`src/rtl/tsc_pkg.sv`:
```
package tsc_pkg;
  typedef enum logic [1:0] {
    PRIV_U    = 2'd0,
    PRIV_S    = 2'd1,
    PRIV_RSVD = 2'd2,
    PRIV_M    = 2'd3
  } priv_e;

  // One stack level: privilege in the upper two bits, enable in bit 0.
  typedef struct packed {
    priv_e priv;
    logic  ie;
  } lvl_t;

  localparam int IRQ_SRCS   = 4;
  localparam int IRQ_CODE_W = 2;
  localparam logic [IRQ_CODE_W-1:0] CODE_SW    = 2'd0;
  localparam logic [IRQ_CODE_W-1:0] CODE_TIMER = 2'd1;
  localparam logic [IRQ_CODE_W-1:0] CODE_HOST  = 2'd2;

  function automatic logic priv_legal(input logic [1:0] p);
    return p != 2'd2;
  endfunction
endpackage

```
`src/rtl/tsc_irq_arb.sv`:
```
module tsc_irq_arb
  import tsc_pkg::*;
(
  input  priv_e                 cur_priv,
  input  logic                  cur_ie,
  input  logic                  timer_en,
  input  logic                  pend_msw,
  input  logic                  pend_host,
  input  logic                  pend_ssw,
  input  logic                  pend_timer,
  output logic                  irq_go,
  output logic [IRQ_CODE_W-1:0] irq_code
);
  localparam logic [IRQ_CODE_W-1:0] SRC_CODE [IRQ_SRCS] =
    '{CODE_SW, CODE_HOST, CODE_SW, CODE_TIMER};

  logic                m_open, s_open;
  logic [IRQ_SRCS-1:0] req;

  assign m_open = (cur_priv < PRIV_M) || cur_ie;
  assign s_open = (cur_priv < PRIV_S) || ((cur_priv == PRIV_S) && cur_ie);

  // Index order is priority order: 0 wins.
  assign req[0] = pend_msw  && m_open;
  assign req[1] = pend_host && m_open;
  assign req[2] = pend_ssw  && s_open;
  assign req[3] = pend_timer && timer_en && s_open;

  always_comb begin
    irq_go   = 1'b0;
    irq_code = '0;
    for (int i = IRQ_SRCS - 1; i >= 0; i--) begin
      if (req[i]) begin
        irq_go   = 1'b1;
        irq_code = SRC_CODE[i];
      end
    end
  end
endmodule

```
`src/rtl/tsc_priv_stack.sv`:
```
module tsc_priv_stack
  import tsc_pkg::*;
#(
  parameter int LEVELS = 3
) (
  input  logic                  clk,
  input  logic                  rst_n,
  input  logic                  push,
  input  logic                  pop,
  input  logic                  wr_en,
  input  logic [3*LEVELS+2:0]   wr_data,
  output logic [3*LEVELS+2:0]   status_o,
  output priv_e                 cur_priv,
  output logic                  cur_ie,
  output logic                  timer_en
);
  localparam int MPRV_LSB = 3 * LEVELS;
  localparam int TIE_BIT  = 3 * LEVELS + 2;

  lvl_t  lvl_q [LEVELS];
  priv_e mprv_q;
  logic  tie_q;

  always_ff @(posedge clk) begin
    if (!rst_n) begin
      for (int i = 0; i < LEVELS; i++) begin
        lvl_q[i].priv <= (i == 0) ? PRIV_M : PRIV_S;
        lvl_q[i].ie   <= 1'b0;
      end
      mprv_q <= PRIV_U;
      tie_q  <= 1'b0;
    end else if (push) begin
      lvl_q[0].priv <= PRIV_M;
      lvl_q[0].ie   <= 1'b0;
      for (int i = 1; i < LEVELS; i++) lvl_q[i] <= lvl_q[i-1];
      mprv_q <= PRIV_M;
    end else if (pop) begin
      for (int i = 0; i < LEVELS - 1; i++) lvl_q[i] <= lvl_q[i+1];
      lvl_q[LEVELS-1].priv <= PRIV_U;
      lvl_q[LEVELS-1].ie   <= 1'b1;
    end else if (wr_en) begin
      for (int i = 0; i < LEVELS; i++) begin
        lvl_q[i].ie <= wr_data[3*i];
        if (priv_legal(wr_data[3*i+1 +: 2]))
          lvl_q[i].priv <= priv_e'(wr_data[3*i+1 +: 2]);
      end
      if (priv_legal(wr_data[MPRV_LSB +: 2]))
        mprv_q <= priv_e'(wr_data[MPRV_LSB +: 2]);
      tie_q <= wr_data[TIE_BIT];
    end
  end

  for (genvar g = 0; g < LEVELS; g++) begin : g_pack
    assign status_o[3*g +: 3] = lvl_q[g];
  end
  assign status_o[MPRV_LSB +: 2] = mprv_q;
  assign status_o[TIE_BIT]       = tie_q;

  assign cur_priv = lvl_q[0].priv;
  assign cur_ie   = lvl_q[0].ie;
  assign timer_en = tie_q;
endmodule

```
`src/rtl/tsc_trap_regs.sv`:
```
module tsc_trap_regs #(
  parameter int          XLEN      = 32,
  parameter logic [31:0] RESET_PC  = 32'h100,
  parameter int          VEC_SHIFT = 6
) (
  input  logic            clk,
  input  logic            rst_n,
  input  logic            take_trap,
  input  logic            take_ret,
  input  logic [XLEN-1:0] trap_cause,
  input  logic [XLEN-1:0] trap_pc,
  input  logic [1:0]      prior_priv,
  output logic [XLEN-1:0] cause_q,
  output logic [XLEN-1:0] epc_q,
  output logic [XLEN-1:0] redirect_pc,
  output logic            redirect_valid
);
  always_ff @(posedge clk) begin
    if (!rst_n) begin
      cause_q        <= '0;
      epc_q          <= '0;
      redirect_pc    <= XLEN'(RESET_PC);
      redirect_valid <= 1'b0;
    end else if (take_trap) begin
      cause_q        <= trap_cause;
      epc_q          <= trap_pc;
      redirect_pc    <= XLEN'(prior_priv) << VEC_SHIFT;
      redirect_valid <= 1'b1;
    end else if (take_ret) begin
      redirect_pc    <= epc_q;
      redirect_valid <= 1'b1;
    end else begin
      redirect_valid <= 1'b0;
    end
  end
endmodule

```
`src/rtl/trap_stack_ctrl.sv`:
```
module trap_stack_ctrl
  import tsc_pkg::*;
#(
  parameter int          XLEN      = 32,
  parameter int          LEVELS    = 3,
  parameter logic [31:0] RESET_PC  = 32'h100,
  parameter int          VEC_SHIFT = 6
) (
  input  logic                clk,
  input  logic                rst_n,
  input  logic                exc_valid,
  input  logic [XLEN-1:0]     exc_cause,
  input  logic [XLEN-1:0]     inst_pc,
  input  logic                ret_valid,
  input  logic                pend_msw,
  input  logic                pend_host,
  input  logic                pend_ssw,
  input  logic                pend_timer,
  input  logic                csr_wr_en,
  input  logic [3*LEVELS+2:0] csr_wr_data,
  output logic                redirect_valid,
  output logic [XLEN-1:0]     redirect_pc,
  output logic [1:0]          cur_priv,
  output logic                cur_ie,
  output logic [3*LEVELS+2:0] status_o,
  output logic [XLEN-1:0]     cause_o,
  output logic [XLEN-1:0]     epc_o
);
  priv_e                 priv_now;
  logic                  ie_now, timer_en;
  logic                  irq_go, trap_go, ret_go, wr_go;
  logic [IRQ_CODE_W-1:0] irq_code;
  logic [XLEN-1:0]       trap_cause;

  tsc_irq_arb u_arb (
    .cur_priv   (priv_now),
    .cur_ie     (ie_now),
    .timer_en   (timer_en),
    .pend_msw   (pend_msw),
    .pend_host  (pend_host),
    .pend_ssw   (pend_ssw),
    .pend_timer (pend_timer),
    .irq_go     (irq_go),
    .irq_code   (irq_code)
  );

  // Interrupt beats exception; any trap beats return; writes lose to both.
  assign trap_go    = irq_go || exc_valid;
  assign ret_go     = ret_valid && !trap_go;
  assign wr_go      = csr_wr_en && !trap_go && !ret_valid;
  assign trap_cause = irq_go ? {1'b1, {(XLEN-1-IRQ_CODE_W){1'b0}}, irq_code} : exc_cause;

  tsc_priv_stack #(.LEVELS(LEVELS)) u_stack (
    .clk      (clk),
    .rst_n    (rst_n),
    .push     (trap_go),
    .pop      (ret_go),
    .wr_en    (wr_go),
    .wr_data  (csr_wr_data),
    .status_o (status_o),
    .cur_priv (priv_now),
    .cur_ie   (ie_now),
    .timer_en (timer_en)
  );

  tsc_trap_regs #(
    .XLEN(XLEN), .RESET_PC(RESET_PC), .VEC_SHIFT(VEC_SHIFT)
  ) u_regs (
    .clk            (clk),
    .rst_n          (rst_n),
    .take_trap      (trap_go),
    .take_ret       (ret_go),
    .trap_cause     (trap_cause),
    .trap_pc        (inst_pc),
    .prior_priv     (priv_now),
    .cause_q        (cause_o),
    .epc_q          (epc_o),
    .redirect_pc    (redirect_pc),
    .redirect_valid (redirect_valid)
  );

  assign cur_priv = priv_now;
  assign cur_ie   = ie_now;
endmodule

```
`config.mk`:
```
export PLATFORM = sky130hd
export DESIGN_NAME = trap_stack_ctrl
export DESIGN_NICKNAME = d
export VERILOG_FILES = /design/src/rtl/tsc_pkg.sv /design/src/rtl/tsc_irq_arb.sv /design/src/rtl/tsc_priv_stack.sv /design/src/rtl/tsc_trap_regs.sv /design/src/rtl/trap_stack_ctrl.sv
export SDC_FILE = /design/constraint.sdc
export NUM_CORES = 1
export LEC_CHECK = 0
export BUFFER_PORTS_ARGS = -buffer_cell sky130_fd_sc_hd__buf_2
export CAP_MARGIN = 20
export CORE_ASPECT_RATIO = 1.1
export CORE_MARGIN = 2
export CORE_UTILIZATION = 45
export DETAILED_ROUTE_END_ITERATION = 8
export PLACE_DENSITY = 0.77
export SLEW_MARGIN = 25
export SYNTH_ARGS = -nofsm -noshare
export SYNTH_HDL_FRONTEND = slang
export SYNTH_SLANG_ARGS = --single-unit
```
`constraint.sdc`:
```
create_clock -name clk -period 3.4 [get_ports clk]
set_clock_uncertainty 0.1 [all_clocks]
set_input_delay 0.17 -clock clk [delete_from_list [all_inputs] [get_ports clk]]
set_output_delay 0.17 -clock clk [all_outputs]
set_load 0.005 [all_outputs]
```
### Yosys cells after proc, flatten, opt, wreduce, memory -nomap -nowiden

Memory sizes are Yosys's and may differ from the RTL's.
Cells that the tools add are included.

* $add $sub $neg: 0
* multiply operators: 0
* divide/modulo/power cells: 0
* magnitude comparators: 2
* eq/ne operators: 6
* shift-type cells: 0
* mux-type cells: 62
* bitwise logic cells: 18
* reduce and logical (&&, ||, !) cells: 20

Operator list (number)
* 2-to-1 mux 1 bit: 44
* 2-to-1 mux 32 bit: 1
* 2-to-1 mux 2 bit: 12
* 2-to-1 mux 9 bit: 2
* bitwise OR 1 bit: 15
* != test 2 bit, second input constant: 5
* logical AND 1 bit: 9
* 2-to-1 mux 3 bit: 3
* AND reduction 3 bit: 2
* nonzero test 2 bit: 3
* logical OR 1 bit: 3
* inverter 1 bit: 3
* == test 2 x 1 -> 1 bit, second input constant: 1
* logical NOT 1 bit: 2
* < comparator 2 x 1 -> 1 bit, second input constant: 1
* < comparator 2 bit, second input constant: 1
* OR reduction 2 bit: 1

* register bits: 100
* latch bits: 0
* memory bits (writable): 9
* bits in read-only memories: 0
* output and inout bits: 112
* memories kept: 1

Memory list
* u_stack.lvl_q: depth 3, bits a word 3, read ports 3, clocked after Yosys merged registers in 0, wr ports 3, line tsc_priv_stack.sv:20 `lvl_t lvl_q [LEVELS];`

### Depth between registers and ports, before layout

Gate-level depths: netlist (run 1).
An unclocked memory read counts as a cell.

* depth after elaboration: 19
* depth in mapped cells: 7

### Hierarchy

From an unflattened synthesis (run 1), not the netlist that was laid out.

* cells, all modules: 436
* area total of the unflattened synthesis: 4660.7 um^2

By module, submodules not included
* tsc_trap_regs: instances 1, cells each 315, area an instance 3628.5 um^2, sequential area each 1941.9 um^2
* tsc_priv_stack: instances 1, cells each 74, area an instance 699.4 um^2, sequential area each 330.3 um^2
* trap_stack_ctrl: instances 1, cells each 38, area an instance 270.3 um^2, sequential area each 0.0 um^2
* tsc_irq_arb: instances 1, cells each 9, area an instance 62.6 um^2, sequential area each 0.0 um^2

### Worst setup path before layout (run 1)

No wires, ideal clock.

* path kind: reg-to-reg
* start point: mem u_stack.lvl_q[0][0] (netlist name)
* end point: mem u_stack.lvl_q[0][0] (netlist name), enable pin
* arrival: 1.478 ns
* slack: 1.553 ns
* cell stages (with the launch flop): 6
* buffers on the path: 1
* clock period less this slack: 1.847 ns
* path through: edfxtp_1 -> nor2b_4 -> or3_1 -> buf_4 -> nand3_4 -> or4_1

RTL lines (line)
* from (decl): tsc_priv_stack.sv:20

==> flow_metrics.tcl, run 1 <==
set metrics [dict create \
    antenna_found_initial 0 \
    layout.cells.most_common "sky130_fd_sc_hd__buf_2" \
    cts-buffers-inserted 9 \
    std_cell_rows 38 \
    synth_nets 524 \
    final_net_count 767 \
    final_antenna_net_count 0 \
    power.internal_w 0.00188 \
    totalNegativeSetupSlack_ns 0 \
    chipHeight_microns 108 \
    vdd_ir_drop_max_mv 0.255 \
    starting_density 0.458 \
    cts_num_sinks 109 \
    pwr-share-clk 0.272 \
    port_buffers 196 \
    routed_wl_mm 12.7 \
    postSynthRegisterBits 109 \
    clock_latency_reported_for_the_late_side_of_the_worst_skew_pair_ns 0.36 \
    synth_flop_cell "sky130_fd_sc_hd__dfxtp_1" \
    layout_worst_path_cycle_share 0.678 \
    p_leak_nw 3.09 \
    layout_common_cells "sky130_fd_sc_hd__buf_2, sky130_fd_sc_hd__dfxtp_1, sky130_fd_sc_hd__mux2i_1" \
    max_cap_violations 0 \
    grt_first_pass_wirelength_mm 20.0 \
    postSynthCellCount 439 \
    critical_path_peak_fanout 14 \
    max_slew.worst_pin.slew_ns 0.658 \
    drc 0 \
    finish.cell_count_without_fillers 807 \
    floorplan.die.width_microns 98.9 \
    core_box_area_sq_mm 0.00975 \
    crit_buf_inv 1 \
    grt_start_max_net_pins 47 \
    final.hold.worst_slack_ns 0.0410 \
    drt_pass1_iterations 6 \
    drt_first_iter_violations 138 \
    setup_repair_after_global_routing_missed_its_margin "no" \
    wl_per_cell_microns 15.8 \
    synth_area_sq_mm 0.00446 \
    antenna_cells 0 \
    worst_reg2reg_setup_slack_ns 1.09 \
    yosys_warnings 0 \
    syn_avg_cell_area_sq_um 10.2 \
    p_seq_frac 0.552 \
    relative_slew_slack 0.561 \
    ys_async_sr_fraction 0 \
    post-route-util 0.637 \
    setup.worst_path.class "flop to flop" \
    grtUsageTotal 0.231 \
    power_density_of_the_placed_cells_mw_per_mm2 417 \
    data_required_time_at_the_worst_endpoint_ns 3.42 \
    synth-edff-count 9 \
    detailed_place_hpwl_mm 8.64 \
    clk_transition_reported_paths_ns 0.10 \
    die-area_sq_mm 0.0107 \
    total_power_w 0.00259 \
    cell_count_post_placement 728 \
    switching_share 0.274 \
    timing.critical_path.max_delay_family "simple AND/OR/NAND/NOR gates" \
    timing.fmax_mhz 434 \
    globalRoute.totalOverflow 0 \
    finalSetupViolations 0 \
    grt_pass1_vias 4166 \
    post_synthesis_sequential_area_ratio 0.510 \
    hp-class "primary input to flop" \
    cts_resized 0 \
    drive_gt1_frac 0.326 \
    net-switching-power_w 0.000709 \
    drt-vias-per-instance 5.15 \
    timing.critical_path.from_type "flop" \
    drv_slew 0 \
    worstSetupEndpointType "flop" \
    finalWorstPathRequiredPeriod_ns 2.31 \
    ios 197 \
    netlist-cell-type-count 50 \
    worst_ep_arrival_time_ns 2.33 \
    area_growth_syn_to_layout_pct 39.3 \
    finalHoldViolCount 0 \
    htree_levels 3 \
    power_frac_comb 0.177 \
    critPathMaxStageDelay_ns 0.50 \
    dr_total_vias 4157 \
    clock_tree.root_cell "sky130_fd_sc_hd__clkbuf_8" \
    run_status "completed" \
    cts_buffer_depth 2 \
    cpMaxStageDelayCell "sky130_fd_sc_hd__edfxtp_1" \
    crit_path_cell_trace "nor2b_4 > or3_1 > nand4_1 > buf_4 > nand2b_1" \
    tritoncts "built" \
    place.gp.congestion 0.810 \
]
-- repair_timing --
item | CTS | global route
endpoints found under the setup margin | 0 | 0
setup buffers | 0 | 0
hold buffers | 63 | 0
hold endpoints to repair | 63 | 0
-- per-layer routing --
metal  vias to the layer above  track usage  share of wire
li1                       1992            -              -
met1                      1936        0.272           0.39
met2                       180        0.404           0.51
met3                        49       0.0478          0.059
met4                         0        0.107          0.041
met5                         -            0              0
-- through the flow --
step                      setup WS [ns]  cell area [sq um]
after global placement             1.23               5410
after detailed placement           1.16               5410
after global routing              0.949               6210
after floorplan                    1.55               4460
final                              1.09               6210
after CTS                          1.12               6210
-- state kept, by name, summed over array words and instances (netlist names) --
register / cells
u_stack.lvl_q: 9
u_regs.redirect_valid: 1
u_stack.timer_en: 1
u_regs.cause_q: 32
u_regs.redirect_pc: 32
u_regs.epc_q: 32
u_stack.mprv_q: 2
-- worst register-to-register path, cell delays in order, from the launching register on --
cell and delay (ns):
sky130_fd_sc_hd__edfxtp_1 0.50, sky130_fd_sc_hd__nor2b_4 0.24, sky130_fd_sc_hd__or3_1 0.35, sky130_fd_sc_hd__nand4_1 0.38, sky130_fd_sc_hd__buf_4 0.34, sky130_fd_sc_hd__nand2b_1 0.15
-- final cells by class --
type	instances	area, sq um
fillers	776	3530
well taps	120	150
multi-input cells	290	1940
repair buffers	266	1660
clock inverters	5	36.3
inverters	6	22.5
flip-flops and latches	109	2270
clock buffers	11	131
-- power groups by stage --
stage	logic (W)	registers [W]	clock network, W
6_report	0.000458	0.00143	0.000704
3_5_place_dp	0.000397	0.00146	0
4_1_cts	0.000454	0.00143	0.000716
2_1_floorplan	0.000232	0.00146	0
5_1_grt	0.000499	0.00144	0.000773
3_3_place_gp	0.000386	0.00145	0
-- logic make-up (layout without fill, tap and decap cells) --
family | count (synthesis) | in the layout | share of synthesized area
flops | 109 | 109 | 0.510
simple gates | 152 | 152 | 0.150
compound gates | 43 | 43 | 0.0713
mux | 95 | 95 | 0.213
buf+inv | 40 | 288 | 0.0564
-- Yosys cell counts (2+ instances only) --
cell	n	area (sq um)
sky130_fd_sc_hd__nand2b_1	3	18.8
sky130_fd_sc_hd__buf_4	9	67.6
sky130_fd_sc_hd__nand2_1	69	259
sky130_fd_sc_hd__buf_6	3	33.8
sky130_fd_sc_hd__mux2i_1	95	951
sky130_fd_sc_hd__inv_1	4	15.0
sky130_fd_sc_hd__buf_8	3	45.0
sky130_fd_sc_hd__nor2_1	61	229
sky130_fd_sc_hd__a21o_1	2	15.0
sky130_fd_sc_hd__edfxtp_1	9	270
sky130_fd_sc_hd__buf_2	8	40.0
sky130_fd_sc_hd__nand4_1	5	31.3
sky130_fd_sc_hd__o21ai_0	8	40.0
sky130_fd_sc_hd__a31oi_1	5	31.3
sky130_fd_sc_hd__or4_1	2	15.0
sky130_fd_sc_hd__a22oi_1	2	15.0
sky130_fd_sc_hd__a211oi_1	3	22.5
sky130_fd_sc_hd__o32ai_1	2	17.5
sky130_fd_sc_hd__clkbuf_1	9	33.8
sky130_fd_sc_hd__dfxtp_1	100	2000
sky130_fd_sc_hd__clkinv_1	2	7.51
sky130_fd_sc_hd__o211a_1	2	20.0
sky130_fd_sc_hd__o31ai_1	2	15.0
sky130_fd_sc_hd__a21oi_1	5	25.0
-- final timing paths --
path,start,depth (start not counted),end
hold / removal,csr_wr_data[0],3,u_stack.lvl_q[0][0]
setup reg to reg,u_stack.lvl_q[0][0],5,u_stack.lvl_q[0][2]
setup / recovery,u_stack.lvl_q[0][0],5,u_stack.lvl_q[0][2]
hold reg to reg,u_regs.epc_q[9],2,u_regs.epc_q[9]
(Power assumes the default switching activity.)
==> run 2, diff against run 1 <==
- CORE_UTILIZATION: 45 -> 43
- clock period: 3.4 -> 1.8 ns (I/O delays scaled with it)
==> flow_metrics.tcl, run 2 (synthesis gave the netlist of run 1 again) <==
set metrics [dict create \
    run_status "finished, violations left" \
    violations "negative setup slack" \
    critPathMaxStageDelay_ns 0.46 \
    timing.critical_path.from_type "flop" \
    crit_path_cell_trace "nor2b_4 > buf_12 > nor3_4 > buf_4 > buf_4 > o31ai_1 > o311ai_0" \
    chipHeight_microns 111 \
    setup_repair_after_global_routing_missed_its_margin "yes" \
    std_cell_rows 39 \
    layout_top_registers "u_regs.cause_q: 32 flops, u_regs.epc_q: 32 flops, u_regs.redirect_pc: 32 flops" \
    drv_slew 0 \
    clock_latency_reported_for_the_late_side_of_the_worst_skew_pair_ns 0.34 \
    layout_worst_path_cycle_share 1.09 \
    drc 0 \
    ios 197 \
    final_net_count 808 \
    cell_with_the_most_instances_on_the_worst_path "sky130_fd_sc_hd__buf_4" \
    finish.cell_count_without_fillers 850 \
    clock_tree.root_cell "sky130_fd_sc_hd__clkbuf_16" \
    critical_path_peak_fanout 3 \
    drt_pass1_iterations 4 \
    antenna_cells 0 \
    layout_common_cells "sky130_fd_sc_hd__buf_2, sky130_fd_sc_hd__dfxtp_1, sky130_fd_sc_hd__mux2i_1" \
    die-area_sq_mm 0.0112 \
    data_required_time_at_the_worst_endpoint_ns 1.77 \
    drive_gt1_frac 0.377 \
    max_slew.worst_pin.slew_ns 0.630 \
    timing.fmax_mhz 512 \
    core_box_area_sq_mm 0.0102 \
    totalNegativeSetupSlack_ns -0.725 \
    worst_slack_ns -0.153 \
    cpMaxStageDelayCell "sky130_fd_sc_hd__edfxtp_1" \
    finalWorstPathRequiredPeriod_ns 1.95 \
    clk_transition_reported_paths_ns 0.07 \
    antenna_found_initial 0 \
    finalHoldViolCount 0 \
    timing.critical_path.max_delay_family "compound AO/OA/AOI/OAI gates" \
    layout.cells.most_common "sky130_fd_sc_hd__buf_2" \
    routed_wl_mm 13.8 \
    dr_total_vias 4360 \
    drt_first_iter_violations 194 \
    tritoncts "built" \
    area_growth_syn_to_layout_pct 54.8 \
    port_buffers 196 \
    grt_start_max_net_pins 66 \
    htree_levels 3 \
    starting_density 0.435 \
    grt_first_pass_wirelength_mm 21.6 \
    cts_buffer_depth 2 \
    cell_count_post_placement 754 \
    worstSetupEndpointType "flop" \
    detailed_place_hpwl_mm 8.57 \
    vdd_ir_drop_max_mv 0.447 \
    grtUsageTotal 0.239 \
    hp-class "primary input to flop" \
    finalSetupViolations 26 \
    cts_num_sinks 109 \
    max_cap_violations 0 \
    total_power_w 0.00582 \
    wl_per_cell_microns 16.2 \
    setup.worst_path.class "flop to flop" \
    worst_ep_arrival_time_ns 1.92 \
    p_leak_nw 3.45 \
    cts-buffers-inserted 9 \
    floorplan.die.width_microns 101 \
    power_density_of_the_placed_cells_mw_per_mm2 843 \
    drt-vias-per-instance 5.13 \
    globalRoute.totalOverflow 0 \
    grt_pass1_vias 4563 \
    crit_buf_inv 3 \
    relative_slew_slack 0.580 \
    final_antenna_net_count 0 \
    place.gp.congestion 0.853 \
]
## run 2: routing by layer
layer	vias to the layer above	part of all wire	track usage
met4	0	0.043	0.134
met1	2061	0.39	0.270
met2	176	0.52	0.424
met3	46	0.049	0.0328
met5	-	0	0
li1	2077	-	-
## run 2: layout make-up
type	instances	area, sq um
Clock buffer	12	268
Clock inverter	3	41.3
Fill cell	742	3340
Inverter	6	22.5
Multi-Input combinational cell	290	1990
Sequential cell	109	2270
Tap cell	123	154
Timing Repair Buffer	307	2150
## run 2: report_power, final
| part | switching [W] | total (W) | internal (W) |
|---|---|---|---|
| logic | 0.000482 | 0.00107 | 0.000585 |
| clock network | 0.000860 | 0.00205 | 0.00119 |
| registers | 0.0000985 | 0.00270 | 0.00260 |
| total | 0.00144 | 0.00582 | 0.00438 |
## run 2: timing repair
| item | CTS | global route |
|---|---|---|
| resized for setup | 8 | 7 |
| cloned | 1 | 1 |
| hold buffers | 67 | 0 |
| hold endpoints to repair | 66 | 0 |
| setup buffers | 6 | 7 |
| pin swaps | 3 | 5 |
| setup endpoints to repair | 33 | 82 |
## run 2: through the flow
step	utilization	setup slack [ns]	hold WS, ns	cell area (sq um)
after floorplan	-	-0.0231	0.129	4470
after global placement	0.554	-0.0220	0.224	5680
after detailed placement	0.554	-0.0771	0.237	5680
after CTS	0.663	-0.0435	0.0110	6800
after global routing	0.674	-0.120	0.0315	6900
final	0.674	-0.153	0.0262	6900
## run 2: final timing paths
kind / startpoint / to / slack (ns) / cells after the start
setup reg to reg: u_stack.lvl_q[0][0] / u_stack.lvl_q[0][7] / -0.15 / 7
hold reg to reg: u_regs.epc_q[10] / u_regs.epc_q[10] / 0.38 / 2
hold / removal: csr_wr_data[2] / u_stack.lvl_q[0][2] / 0.03 / 3
setup / recovery: u_stack.lvl_q[0][0] / u_stack.lvl_q[0][7] / -0.15 / 7
## run 2: worst reg2reg max path, stage by stage, from the launching register on
cell and delay [ns]:
sky130_fd_sc_hd__edfxtp_1 0.46, sky130_fd_sc_hd__nor2b_4 0.19, sky130_fd_sc_hd__buf_12 0.13, sky130_fd_sc_hd__nor3_4 0.04, sky130_fd_sc_hd__buf_4 0.14, sky130_fd_sc_hd__buf_4 0.13, sky130_fd_sc_hd__o31ai_1 0.29, sky130_fd_sc_hd__o311ai_0 0.20
